--- src/rtl/exp_irq_pkg.sv ---
package exp_irq_pkg;
    localparam int STAT_W = 16;

    // access sizes on bus_size
    localparam logic [1:0] SZ_BYTE = 2'd0;
    localparam logic [1:0] SZ_HALF = 2'd1;

    // decoded byte addresses
    localparam logic [7:0] A_REV    = 8'h02;
    localparam logic [7:0] A_CAPS   = 8'h04;
    localparam logic [7:0] A_BAYREV = 8'h06;
    localparam logic [7:0] A_STAT   = 8'h08;
    localparam logic [7:0] A_MASK   = 8'h0A;
    localparam logic [7:0] A_FIXED  = 8'h0E;

    // identity constants
    localparam logic [15:0] REV_VAL     = 16'h0011;
    localparam logic [15:0] BAY_HALF    = 16'h0030;
    localparam logic [15:0] BAY_BYTE    = 16'h0032;
    localparam logic [15:0] FIXED_VAL   = 16'h0002;
    localparam int          CAP_NET_BIT   = 0;
    localparam int          CAP_FLASH_BIT = 5;

    typedef enum logic [1:0] {
        ST_IDLE  = 2'd0,
        ST_COUNT = 2'd1,
        ST_FIRE  = 2'd2
    } kick_st_t;
endpackage

--- src/rtl/exp_irq_core.sv ---
module exp_irq_core
    import exp_irq_pkg::*;
#(
    parameter int KICK_DELAY = 0
) (
    input  logic              clk,
    input  logic              rst_n,
    input  logic [STAT_W-1:0] cause_i,
    input  logic              stat_wr,
    input  logic [STAT_W-1:0] stat_wdata,
    input  logic              mask_wr,
    input  logic [STAT_W-1:0] mask_wdata,
    output logic [STAT_W-1:0] status_o,
    output logic [STAT_W-1:0] mask_o,
    output logic              irq_o
);
    localparam int EFF_DELAY = (KICK_DELAY < 1) ? 1 : KICK_DELAY;
    localparam int CW        = (EFF_DELAY > 1) ? $clog2(EFF_DELAY) : 1;
    localparam logic [CW-1:0] CNT_LOAD = CW'(EFF_DELAY - 1);

    logic [STAT_W-1:0] status_q, mask_q, status_n;
    logic [CW-1:0]     cnt_q, cnt_n;
    kick_st_t          st_q, st_n;
    logic              mask_evt, evt, level;

    // status and mask registers
    always_comb begin
        status_n = stat_wr ? stat_wdata : status_q;
        status_n = status_n | cause_i;
    end

    always_ff @(posedge clk) begin
        if (!rst_n) begin
            status_q <= '0;
            mask_q   <= '0;
        end else begin
            status_q <= status_n;
            if (mask_wr) mask_q <= mask_wdata;
        end
    end

    assign mask_evt = mask_wr && (mask_wdata != mask_q)
                      && (((mask_q | mask_wdata) & status_q) != '0);
    assign evt      = (cause_i != '0) || mask_evt;

    // kick machine: state register
    always_ff @(posedge clk) begin
        if (!rst_n) begin
            st_q  <= ST_IDLE;
            cnt_q <= '0;
        end else begin
            st_q  <= st_n;
            cnt_q <= cnt_n;
        end
    end

    // kick machine: next state
    always_comb begin
        st_n  = st_q;
        cnt_n = cnt_q;
        unique case (st_q)
            ST_IDLE: begin
                if (evt) begin
                    st_n  = ST_COUNT;
                    cnt_n = CNT_LOAD;
                end
            end
            ST_COUNT: begin
                if (cnt_q == '0) st_n = ST_FIRE;
                else             cnt_n = cnt_q - 1'b1;
            end
            ST_FIRE: begin
                if (evt) begin
                    st_n  = ST_COUNT;
                    cnt_n = CNT_LOAD;
                end else begin
                    st_n  = ST_IDLE;
                end
            end
            default: st_n = ST_IDLE;
        endcase
    end

    // outputs
    always_comb begin
        level    = (status_q & mask_q) != '0;
        irq_o    = level || (st_q == ST_FIRE);
        status_o = status_q;
        mask_o   = mask_q;
    end


    cause_sticky_chk: assert property (@(posedge clk) disable iff (!rst_n)
        !stat_wr |=> ((status_q & $past(status_q)) == $past(status_q)));

    cause_capture_chk: assert property (@(posedge clk) disable iff (!rst_n)
        (cause_i != '0) |=> ((status_q & $past(cause_i)) == $past(cause_i)));

    mask_hold_chk: assert property (@(posedge clk) disable iff (!rst_n)
        !mask_wr |=> $stable(mask_q));

    fire_once_chk: assert property (@(posedge clk) disable iff (!rst_n)
        (st_q == ST_FIRE) |=> (st_q != ST_FIRE));

    count_expiry_chk: assert property (@(posedge clk) disable iff (!rst_n)
        (st_q == ST_COUNT && cnt_q == '0) |=> (st_q == ST_FIRE));
endmodule

--- src/rtl/exp_id_rom.sv ---
module exp_id_rom
    import exp_irq_pkg::*;
#(
    parameter int ADDR_W = 6
) (
    input  logic [1:0]        size,
    input  logic [ADDR_W-1:0] addr,
    input  logic              net_en,
    output logic              hit,
    output logic [15:0]       data
);
    logic [ADDR_W-1:0] a;

    always_comb begin
        hit  = 1'b0;
        data = '0;
        a    = size[0] ? {addr[ADDR_W-1:1], 1'b0} : addr;
        if (!size[1]) begin
            if (a == ADDR_W'(A_REV)) begin
                hit  = 1'b1;
                data = REV_VAL;
            end else if (a == ADDR_W'(A_CAPS)) begin
                hit  = 1'b1;
                data[CAP_NET_BIT]   = net_en;
                data[CAP_FLASH_BIT] = 1'b1;
            end else if (a == ADDR_W'(A_BAYREV)) begin
                hit  = 1'b1;
                data = size[0] ? BAY_HALF : BAY_BYTE;
            end else if (a == ADDR_W'(A_FIXED)) begin
                hit  = 1'b1;
                data = FIXED_VAL;
            end
        end
    end
endmodule

--- src/rtl/exp_scratch.sv ---
module exp_scratch
    import exp_irq_pkg::*;
#(
    parameter int ADDR_W = 6
) (
    input  logic              clk,
    input  logic              rst_n,
    input  logic              wr,
    input  logic [1:0]        size,
    input  logic [ADDR_W-1:0] addr,
    input  logic [31:0]       wdata,
    output logic [31:0]       rdata
);
    localparam int IDX_W = ADDR_W - 2;
    localparam int WORDS = 1 << IDX_W;

    logic [31:0]      mem [WORDS];
    logic [IDX_W-1:0] widx;
    logic [4:0]       bsel, hsel;
    logic [31:0]      word;

    assign widx = addr[ADDR_W-1:2];
    assign bsel = {addr[1:0], 3'b000};
    assign hsel = {addr[1], 4'b0000};

    always_ff @(posedge clk) begin
        if (!rst_n) begin
            for (int i = 0; i < WORDS; i++) mem[i] <= '0;
        end else if (wr) begin
            case (size)
                SZ_BYTE: mem[widx][bsel +: 8]  <= wdata[7:0];
                SZ_HALF: mem[widx][hsel +: 16] <= wdata[15:0];
                default: mem[widx]             <= wdata;
            endcase
        end
    end

    always_comb begin
        word = mem[widx];
        case (size)
            SZ_BYTE: rdata = {24'h0, word[bsel +: 8]};
            SZ_HALF: rdata = {16'h0, word[hsel +: 16]};
            default: rdata = word;
        endcase
    end
endmodule

--- src/rtl/exp_irq_bank.sv ---
module exp_irq_bank
    import exp_irq_pkg::*;
#(
    parameter int ADDR_W     = 6,
    parameter int KICK_DELAY = 0
) (
    input  logic              clk,
    input  logic              rst_n,
    input  logic              net_en,
    input  logic              disk_en,
    input  logic [15:0]       cause_i,
    input  logic              bus_rd,
    input  logic              bus_wr,
    input  logic [1:0]        bus_size,
    input  logic [ADDR_W-1:0] bus_addr,
    input  logic [31:0]       bus_wdata,
    output logic [31:0]       bus_rdata,
    output logic              irq_o
);
    logic              en, narrow, is_byte, is_half;
    logic [ADDR_W-1:0] half_addr, dec_addr;
    logic              stat_hit, mask_hit, id_hit, ram_sel;
    logic              stat_wr, mask_wr, ram_wr;
    logic [STAT_W-1:0] status, mask, stat_wdata;
    logic [15:0]       id_data;
    logic [31:0]       ram_rdata;

    assign en        = net_en | disk_en;
    assign narrow    = !bus_size[1];
    assign is_byte   = bus_size == SZ_BYTE;
    assign is_half   = bus_size == SZ_HALF;
    assign half_addr = {bus_addr[ADDR_W-1:1], 1'b0};
    assign dec_addr  = is_half ? half_addr : bus_addr;

    assign stat_hit = narrow && (dec_addr == ADDR_W'(A_STAT));
    assign mask_hit = narrow && (dec_addr == ADDR_W'(A_MASK));
    assign ram_sel  = !(stat_hit || mask_hit || id_hit);

    assign stat_wr    = en && bus_wr && stat_hit;
    assign mask_wr    = en && bus_wr && mask_hit && is_half;
    assign ram_wr     = en && bus_wr && ram_sel;
    assign stat_wdata = is_byte ? {8'h0, bus_wdata[7:0]} : bus_wdata[15:0];

    exp_id_rom #(.ADDR_W(ADDR_W)) u_id (
        .size   (bus_size),
        .addr   (bus_addr),
        .net_en (net_en),
        .hit    (id_hit),
        .data   (id_data)
    );

    exp_scratch #(.ADDR_W(ADDR_W)) u_ram (
        .clk    (clk),
        .rst_n  (rst_n),
        .wr     (ram_wr),
        .size   (bus_size),
        .addr   (bus_addr),
        .wdata  (bus_wdata),
        .rdata  (ram_rdata)
    );

    exp_irq_core #(.KICK_DELAY(KICK_DELAY)) u_core (
        .clk        (clk),
        .rst_n      (rst_n),
        .cause_i    (cause_i),
        .stat_wr    (stat_wr),
        .stat_wdata (stat_wdata),
        .mask_wr    (mask_wr),
        .mask_wdata (bus_wdata[15:0]),
        .status_o   (status),
        .mask_o     (mask),
        .irq_o      (irq_o)
    );

    always_comb begin
        bus_rdata = '0;
        if (en) begin
            if (stat_hit)
                bus_rdata = is_byte ? {24'h0, status[7:0]} : {16'h0, status};
            else if (mask_hit)
                bus_rdata = is_byte ? {24'h0, mask[7:0]} : {16'h0, mask};
            else if (id_hit)
                bus_rdata = is_byte ? {24'h0, id_data[7:0]} : {16'h0, id_data};
            else
                bus_rdata = ram_rdata;
        end
    end


    dark_read_chk: assert property (@(posedge clk) disable iff (!rst_n)
        (!net_en && !disk_en && bus_rd) |-> (bus_rdata == '0));

    dark_status_chk: assert property (@(posedge clk) disable iff (!rst_n)
        (!net_en && !disk_en && cause_i == '0) |=> $stable(status));

    caps_bits_chk: assert property (@(posedge clk) disable iff (!rst_n)
        (en && bus_rd && is_half && bus_addr == ADDR_W'(A_CAPS))
        |-> (bus_rdata[0] == net_en && bus_rdata[5] && !bus_rdata[1]));

    level_irq_chk: assert property (@(posedge clk) disable iff (!rst_n)
        ((status & mask) != '0) |-> irq_o);
endmodule

--- config.mk ---
export PLATFORM = sky130hd
export DESIGN_NAME = exp_irq_bank
export DESIGN_NICKNAME = d
export VERILOG_FILES = /design/src/rtl/exp_irq_pkg.sv /design/src/rtl/exp_irq_core.sv /design/src/rtl/exp_id_rom.sv /design/src/rtl/exp_scratch.sv /design/src/rtl/exp_irq_bank.sv
export SDC_FILE = /design/constraint.sdc
export NUM_CORES = 1
export LEC_CHECK = 0
export ABC_AREA = 1
export BUFFER_PORTS_ARGS = -buffer_cell sky130_fd_sc_hd__buf_2
export CAP_MARGIN = 15
export CORE_MARGIN = 5
export CORE_UTILIZATION = 60
export CTS_CLUSTER_SIZE = 20
export DETAILED_ROUTE_END_ITERATION = 10
export PLACE_DENSITY = 0.77
export SLEW_MARGIN = 10
export SYNTH_ARGS = -nofsm -noshare
export SYNTH_HDL_FRONTEND = slang
export SYNTH_HIERARCHICAL = 1
export SYNTH_SLANG_ARGS = --single-unit
--- constraint.sdc ---
create_clock -name clk -period 4.4 [get_ports clk]
set_clock_uncertainty 0.1 [all_clocks]
set_input_delay 0.44 -clock clk [delete_from_list [all_inputs] [get_ports clk]]
set_output_delay 0.44 -clock clk [all_outputs]
set_load 0.05 [all_outputs]
* Word level (Yosys, flattened, before mapping)
Memories as Yosys holds them, arrays and structs flattened.
Cells that the tools add are included.
** Cells by class
- Shifts and indexed selects :: 6
- Eq/ne operators :: 13
- Mux-type cells :: 113
- Add/subtract/negate cells :: 3
- Reduce and logical (&&, ||, !) cells :: 26
- Bitwise gates (word level) :: 69
** Operator list (count)
- 32-bit two-way mux :: 8
- 16-bit two-way mux :: 8
- 1-bit two-way mux :: 87
- 1-bit bitwise OR :: 65
- 32-bit one-hot mux with 2 select lines :: 1
- 16-bit nonzero test :: 3
- 16-bit AND :: 2
- 16-bit bitwise OR :: 2
- 32-bit OR reduction :: 1
- 16-bit by 7-bit variable shift with 32-bit output, first input constant :: 1
- 8-bit by 7-bit variable shift with 32-bit output, first input constant :: 1
- 16-bit by 7-bit variable part select with 32-bit output :: 1
- 32-bit by 6-bit variable part select with 16-bit output :: 1
- 32-bit by 6-bit variable part select with 8-bit output :: 1
- 8-bit by 7-bit variable part select with 32-bit output :: 1
- 6-bit by 4-bit equality test with 1-bit output, second input constant :: 3
- 16-bit inequality test :: 1
- 5-bit negation with 7-bit output :: 2
- 6-bit by 3-bit equality test with 1-bit output, second input constant :: 2
- 10-bit two-way mux :: 1
- 1-bit logical AND :: 9
- 2-bit two-way mux :: 4
- 4-bit two-way mux :: 2
- 6-bit by 2-bit equality test with 1-bit output, second input constant :: 1
- other kinds (13) :: 22
** Storage, ports and cells
- Memories :: 1
- Output and inout bits :: 33
- RAM bits :: 512
- Word-level logic and storage cells :: 235
- Bits of input ports :: 62
- Bits in registers :: 35
** Memories
- u_ram.mem :: depth 16, width 32, read ports 1, clocked after memory_dff 0, write ports 16, RTL line exp_scratch.sv:17 : logic [31:0] mem [WORDS];

* Logic depth before layout (Yosys ltp)
- Word-level depth :: 17
- Gate-level depth with buffers :: 22
- Mapped depth without buffers :: 19

* By module
Netlist, hierarchy kept.
** Modules (own cells, without submodules)
- exp_scratch :: area an instance 23810.3 µm², seq. area each 15374.7 µm², cells each 2518, instances 1
- exp_irq_core :: area an instance 2000.7 µm², seq. area each 680.7 µm², cells each 292, instances 1
- exp_irq_bank :: area an instance 1184.9 µm², seq. area each 0.0 µm², cells each 272, instances 1
- exp_id_rom :: area an instance 247.7 µm², seq. area each 0.0 µm², cells each 47, instances 1

* Worst setup path after synthesis
No wires, ideal clock.
- Path kind :: in2reg
- From :: input bus_addr[2]
- To :: memory u_ram.mem[15][24], enable pin
- Arrival time :: 2799 ps
- Required time :: 3998 ps
- Path buffers :: 4
- Stages on the path :: 20
- Path slack :: 1200 ps
- Library setup time :: 302 ps
- Cells stage by stage :: inv_2 nand2_1 nor2_1 nand2_1 nand3_1 nand2_1 inv_1 buf_2 clkinv_1 buf_4 nand2_2 nor2_1 nand2_1 nor2_1 inv_1 buf_2 nand3_1 buf_2 nand2_1 nand2_1
** RTL lines
- start, declared :: RTL line exp_irq_bank.sv:15 : input logic [ADDR_W-1:0] bus_addr,
- end, declared :: RTL line exp_scratch.sv:17

* Final worst setup path
- From :: input bus_addr[2]
- To :: output bus_rdata[5]
** Between the ends
- Elaborated cells between the ends (all ways) :: 26
- Those cells by class :: eq/ne: 6; shift: 2; mux: 15; reduce/logical: 2; memory: 1
** RTL lines
- memory read 16 x 32 bit (*)
- 32-bit by 6-bit variable part select with 16-bit output or 32-bit by 6-bit variable part select with 8-bit output (tied branches) :: RTL line exp_scratch.sv:42, exp_scratch.sv:41
- 32-bit one-hot mux with 2 select lines (*) :: RTL line exp_scratch.sv:40 : case (size)
- named net ram_rdata[5] :: RTL line exp_irq_bank.sv:26 : logic [31:0] ram_rdata;
- 32-bit two-way mux (*) :: RTL line exp_irq_bank.sv:82 : else if (id_hit)
- 32-bit two-way mux (*) :: RTL line exp_irq_bank.sv:80 : else if (mask_hit)
- 32-bit two-way mux (*) :: RTL line exp_irq_bank.sv:78 : if (stat_hit)
- 32-bit two-way mux (*) :: RTL line exp_irq_bank.sv:77 : if (en) begin
- end, declared :: RTL line exp_irq_bank.sv:17 : output logic [31:0] bus_rdata,
Mark *: on every way through the listed nets, which the timed path passes. The rest lies on a longest branch.

==> metrics.log <==
INFO  metric status = complete, no violations
INFO  metric maximum_number_of_pins_on_one_net_before_global_route_repair = 66
INFO  metric first_iter_violations = 2,719
INFO  metric setup_repair_after_global_routing_missed_its_margin = false
INFO  metric vias = 22,200
INFO  metric cts_tree = built
INFO  metric setup.worst_path.end_class = output pin
INFO  metric grt_antenna_before_repair = 5
INFO  metric p_sw = 3.04 mW
INFO  metric buffer_ports.inserted = 93
INFO  metric syn_avg_cell_area = 8.71 um^2
INFO  metric max_cap_viol_count = 0
INFO  metric finalHoldViolCount = 0
INFO  metric number_of_global_route_vias_before_repair = 21,600
INFO  metric core.rowCount = 78
INFO  metric clock_latency = 610 ps
INFO  metric maxSlewHeadroom = 0.259
INFO  metric share_clk_of_total_power = 0.376
INFO  metric postCtsSetupBuffers = 0
INFO  metric yosys-top-cells-count = 1,193 x sky130_fd_sc_hd__nand2_1, 640 x sky130_fd_sc_hd__nor2_1, 512 x sky130_fd_sc_hd__edfxtp_1
INFO  metric synth_edf_count = 512
INFO  metric top_cells_by_area_in_the_synthesized_netlist = sky130_fd_sc_hd__edfxtp_1 56%, sky130_fd_sc_hd__nand2_1 16%, sky130_fd_sc_hd__nor2_1 8.8%
INFO  metric clockRootBuffer = sky130_fd_sc_hd__clkbuf_16
INFO  metric synth_top_flop_cell = sky130_fd_sc_hd__edfxtp_1
INFO  metric holdBufCountCts = 16
INFO  metric cp_cell_sequence = buf_4 -> clkinv_2 -> buf_4 -> nand2_1 -> nand2_1 -> nand2_1 -> nand2_1 -> nand2_1 -> nand2_1 -> nor2_1 -> nand2_1 -> nand3_1 -> nand2_1 -> nand2_1 -> nand2_1 -> nand2_1 -> nand2_1 -> nand2_1 -> nand3_1 -> nand2_1 -> inv_1 -> buf_2
INFO  metric remaining_drc_errors = 0
INFO  metric cts_sinks = 546
INFO  metric setup_viol = 0
INFO  metric crit_path_frequent_cell = sky130_fd_sc_hd__nand2_1
INFO  metric global_route.overflow_total = 0
INFO  metric postCtsResizedCells = 0
INFO  metric synth-warning-count = 6
INFO  metric mappedNetlistArea = 27,200 um^2
INFO  metric postRouteAntennaNets = 0
INFO  metric fmax = 259 MHz
INFO  metric place_area = 28,200 um^2
INFO  metric netlist.top_cell.by_area = sky130_fd_sc_hd__edfxtp_1
INFO  metric core_area = 45,200 um^2
INFO  metric worstMarginPinSlew = 1110 ps
INFO  metric synth.lib_cells_used.distinct = 44
INFO  metric tns_setup = 0 ps
INFO  metric gp_congestion = 0.938
INFO  metric share_seq_of_total_power = 0.506
INFO  metric power-per-cell-area = 395 nW/um^2
INFO  metric design.portCount = 95
INFO  metric fin_hold_ws = 85.0 ps
INFO  metric final_max_slew_viol_count = 0
INFO  metric cts_buffers = 53
INFO  metric first_pass_grt_wire_length = 118 mm
INFO  metric mean_routed_wirelength_per_cell = 20.1 um
INFO  metric ir_drop = 0.000335 V
INFO  metric dr.pass1.iters = 6
INFO  metric total_leakage_power = 12.1 nW
INFO  metric ctsHtreeMaxLevel = 2
INFO  metric vias_per_cell = 5.80
INFO  metric nNetsFinal = 3,277
INFO  metric finalCriticalPeriod = 3860 ps
INFO  metric cp.arrival = 3320 ps
INFO  metric area_growth_syn_to_layout = 10.5%
INFO  metric chipHeight = 223 um
INFO  metric critical-path-max-stage-delay = 370 ps
INFO  metric synth.yosys.seq_area_share = 0.589
INFO  metric synth_async_sr_flop_share = 0
INFO  metric drt_wl_total = 77.1 mm
INFO  metric gate_count_post_synth = 3,129
INFO  metric cp-start-kind = input pin
INFO  metric detailedPlacementHpwl = 51.6 mm
INFO  metric hold_path_class = in -> reg
INFO  metric design_power_total = 11.9 mW
INFO  metric internal_power = 8.85 mW
INFO  metric critical_path.max_fanout = 35
INFO  metric synth.ff_latch_count = 546
INFO  metric cts-root-to-sink-buffers = 3
INFO  metric grt_usage = 0.304
INFO  metric synth_most_common_cell = sky130_fd_sc_hd__nand2_1
INFO  metric netSwitchingFraction = 0.256
INFO  metric post_route_cells_drive_above_1_share = 0.0941
INFO  metric crit_path_top_delay_cell = sky130_fd_sc_hd__buf_4
INFO  metric worst_setup_hold_path_clk_slew = 60 ps
INFO  metric final_min_period_over_clock_period = 0.878
INFO  metric area_of_the_die = 49,800 um^2
INFO  metric die_width = 223 um
INFO  metric cp.required = 3860 ps
INFO  metric timing_worst_setup_path_type = in -> out
INFO  metric combPwrFrac = 0.118
INFO  metric netlist.area_leader.share = 0.564
INFO  metric final_cell_area = 30,100 um^2
INFO  metric initial_core_util = 0.603
==> flip-flops by register name, indices dropped and copies added (netlist names) <==
register and count:
u_ram/mem 512, u_core/mask_o 16, u_core/status_o 16, u_core/st_q 2
==> metrics by stage <==
stage               utilization  instances  setup WS (ps)
floorplan                     -       3140           1200
global placement          0.625       3723            643
detailed placement        0.625       3723            580
CTS                       0.666       3832            589
global route              0.666       3834            326
finish                    0.666       3834            538
==> per-layer routing <==
layer  vias to the layer above  GRT usage  share of wire
met3                       253     0.0650           0.10
met5                         -          0        0.00054
met2                      1175      0.504           0.48
met4                         6      0.132          0.051
met1                     10500      0.388           0.37
li1                      10300          -              -
==> placed cells by master (no fill, tap or decap), types with 6 or more instances in the layout <==
| master | instances |
|---|---|
| sky130_fd_sc_hd__nand2_1 | 1193 |
| sky130_fd_sc_hd__nor2_1 | 635 |
| sky130_fd_sc_hd__edfxtp_1 | 512 |
| sky130_fd_sc_hd__inv_1 | 143 |
| sky130_fd_sc_hd__a22oi_1 | 96 |
| sky130_fd_sc_hd__buf_2 | 91 |
| sky130_fd_sc_hd__buf_4 | 59 |
| sky130_fd_sc_hd__clkbuf_16 | 55 |
| sky130_fd_sc_hd__nand3_1 | 53 |
| sky130_fd_sc_hd__nand4_1 | 51 |
| sky130_fd_sc_hd__o21ai_1 | 43 |
| sky130_fd_sc_hd__a21oi_1 | 35 |
| sky130_fd_sc_hd__dfxtp_1 | 34 |
| sky130_fd_sc_hd__o21ai_0 | 31 |
| sky130_fd_sc_hd__ha_1 | 21 |
| sky130_fd_sc_hd__dlygate4sd3_1 | 16 |
| sky130_fd_sc_hd__inv_2 | 15 |
| sky130_fd_sc_hd__conb_1 | 12 |
| sky130_fd_sc_hd__o22ai_1 | 11 |
| sky130_fd_sc_hd__clkinv_1 | 10 |
| sky130_fd_sc_hd__clkinv_2 | 10 |
| sky130_fd_sc_hd__clkbuf_1 | 10 |
| sky130_fd_sc_hd__nor2_2 | 9 |
| sky130_fd_sc_hd__nand2_2 | 9 |
| sky130_fd_sc_hd__nand2_4 | 8 |
| sky130_fd_sc_hd__o21ai_2 | 7 |
| sky130_fd_sc_hd__a21boi_2 | 6 |
==> area by class of cell <==
class,instances,area [um^2]
clock buffers,65,1410
repair buffers,171,1160
fillers,3611,15100
multi-input cells,2260,9830
diodes,2,5.00
clock inverters,28,278
well taps,600,751
inverters,162,609
flip-flops and latches,546,16100
==> kinds of logic (layout without fill, tap and decap cells) <==
kind of cell	after synthesis	count (layout)	share of synthesized area
buffers and inverters	334	426	0.0527
multiplexers	7	7	0.00377
adder cells (fa/ha/maj)	21	21	0.00964
AO/OA/AOI/OAI	248	248	0.0605
other	1	14	0.000138
flip-flops	546	546	0.589
AND/OR/NAND/NOR	1972	1972	0.284
==> worst paths after layout <==
kind / to / cells past startpoint / from / slack [ps]
setup / recovery: bus_rdata[5] / 22 / bus_addr[2] / 540
hold / removal: u_core/mask_o[14]$_SDFFE_PN0P_ / 3 / bus_wdata[14] / 80
hold reg to reg: u_core/st_q[1]$_SDFFE_PN0P_ / 1 / u_core/st_q[1]$_SDFFE_PN0P_ / 320
setup reg to reg: u_core/st_q[0]$_SDFFE_PN0P_ / 8 / u_core/mask_o[9]$_SDFFE_PN0P_ / 2830
==> power groups by stage <==
stage | logic [mW] | registers [mW] | clock network, mW
2_1_floorplan | 0.906 | 6.10 | 0
3_3_place_gp | 1.33 | 6.12 | 0
3_5_place_dp | 1.35 | 6.13 | 0
4_1_cts | 1.37 | 6.02 | 4.53
5_1_grt | 1.51 | 6.04 | 4.76
6_report | 1.40 | 6.02 | 4.48
==> critical path, delay by kind of cell <==
family                 cells  cell delay (ps)
AND/OR/NAND/NOR           17             1680
buffers and inverters      5             1180
(Power assumes the default switching activity.)
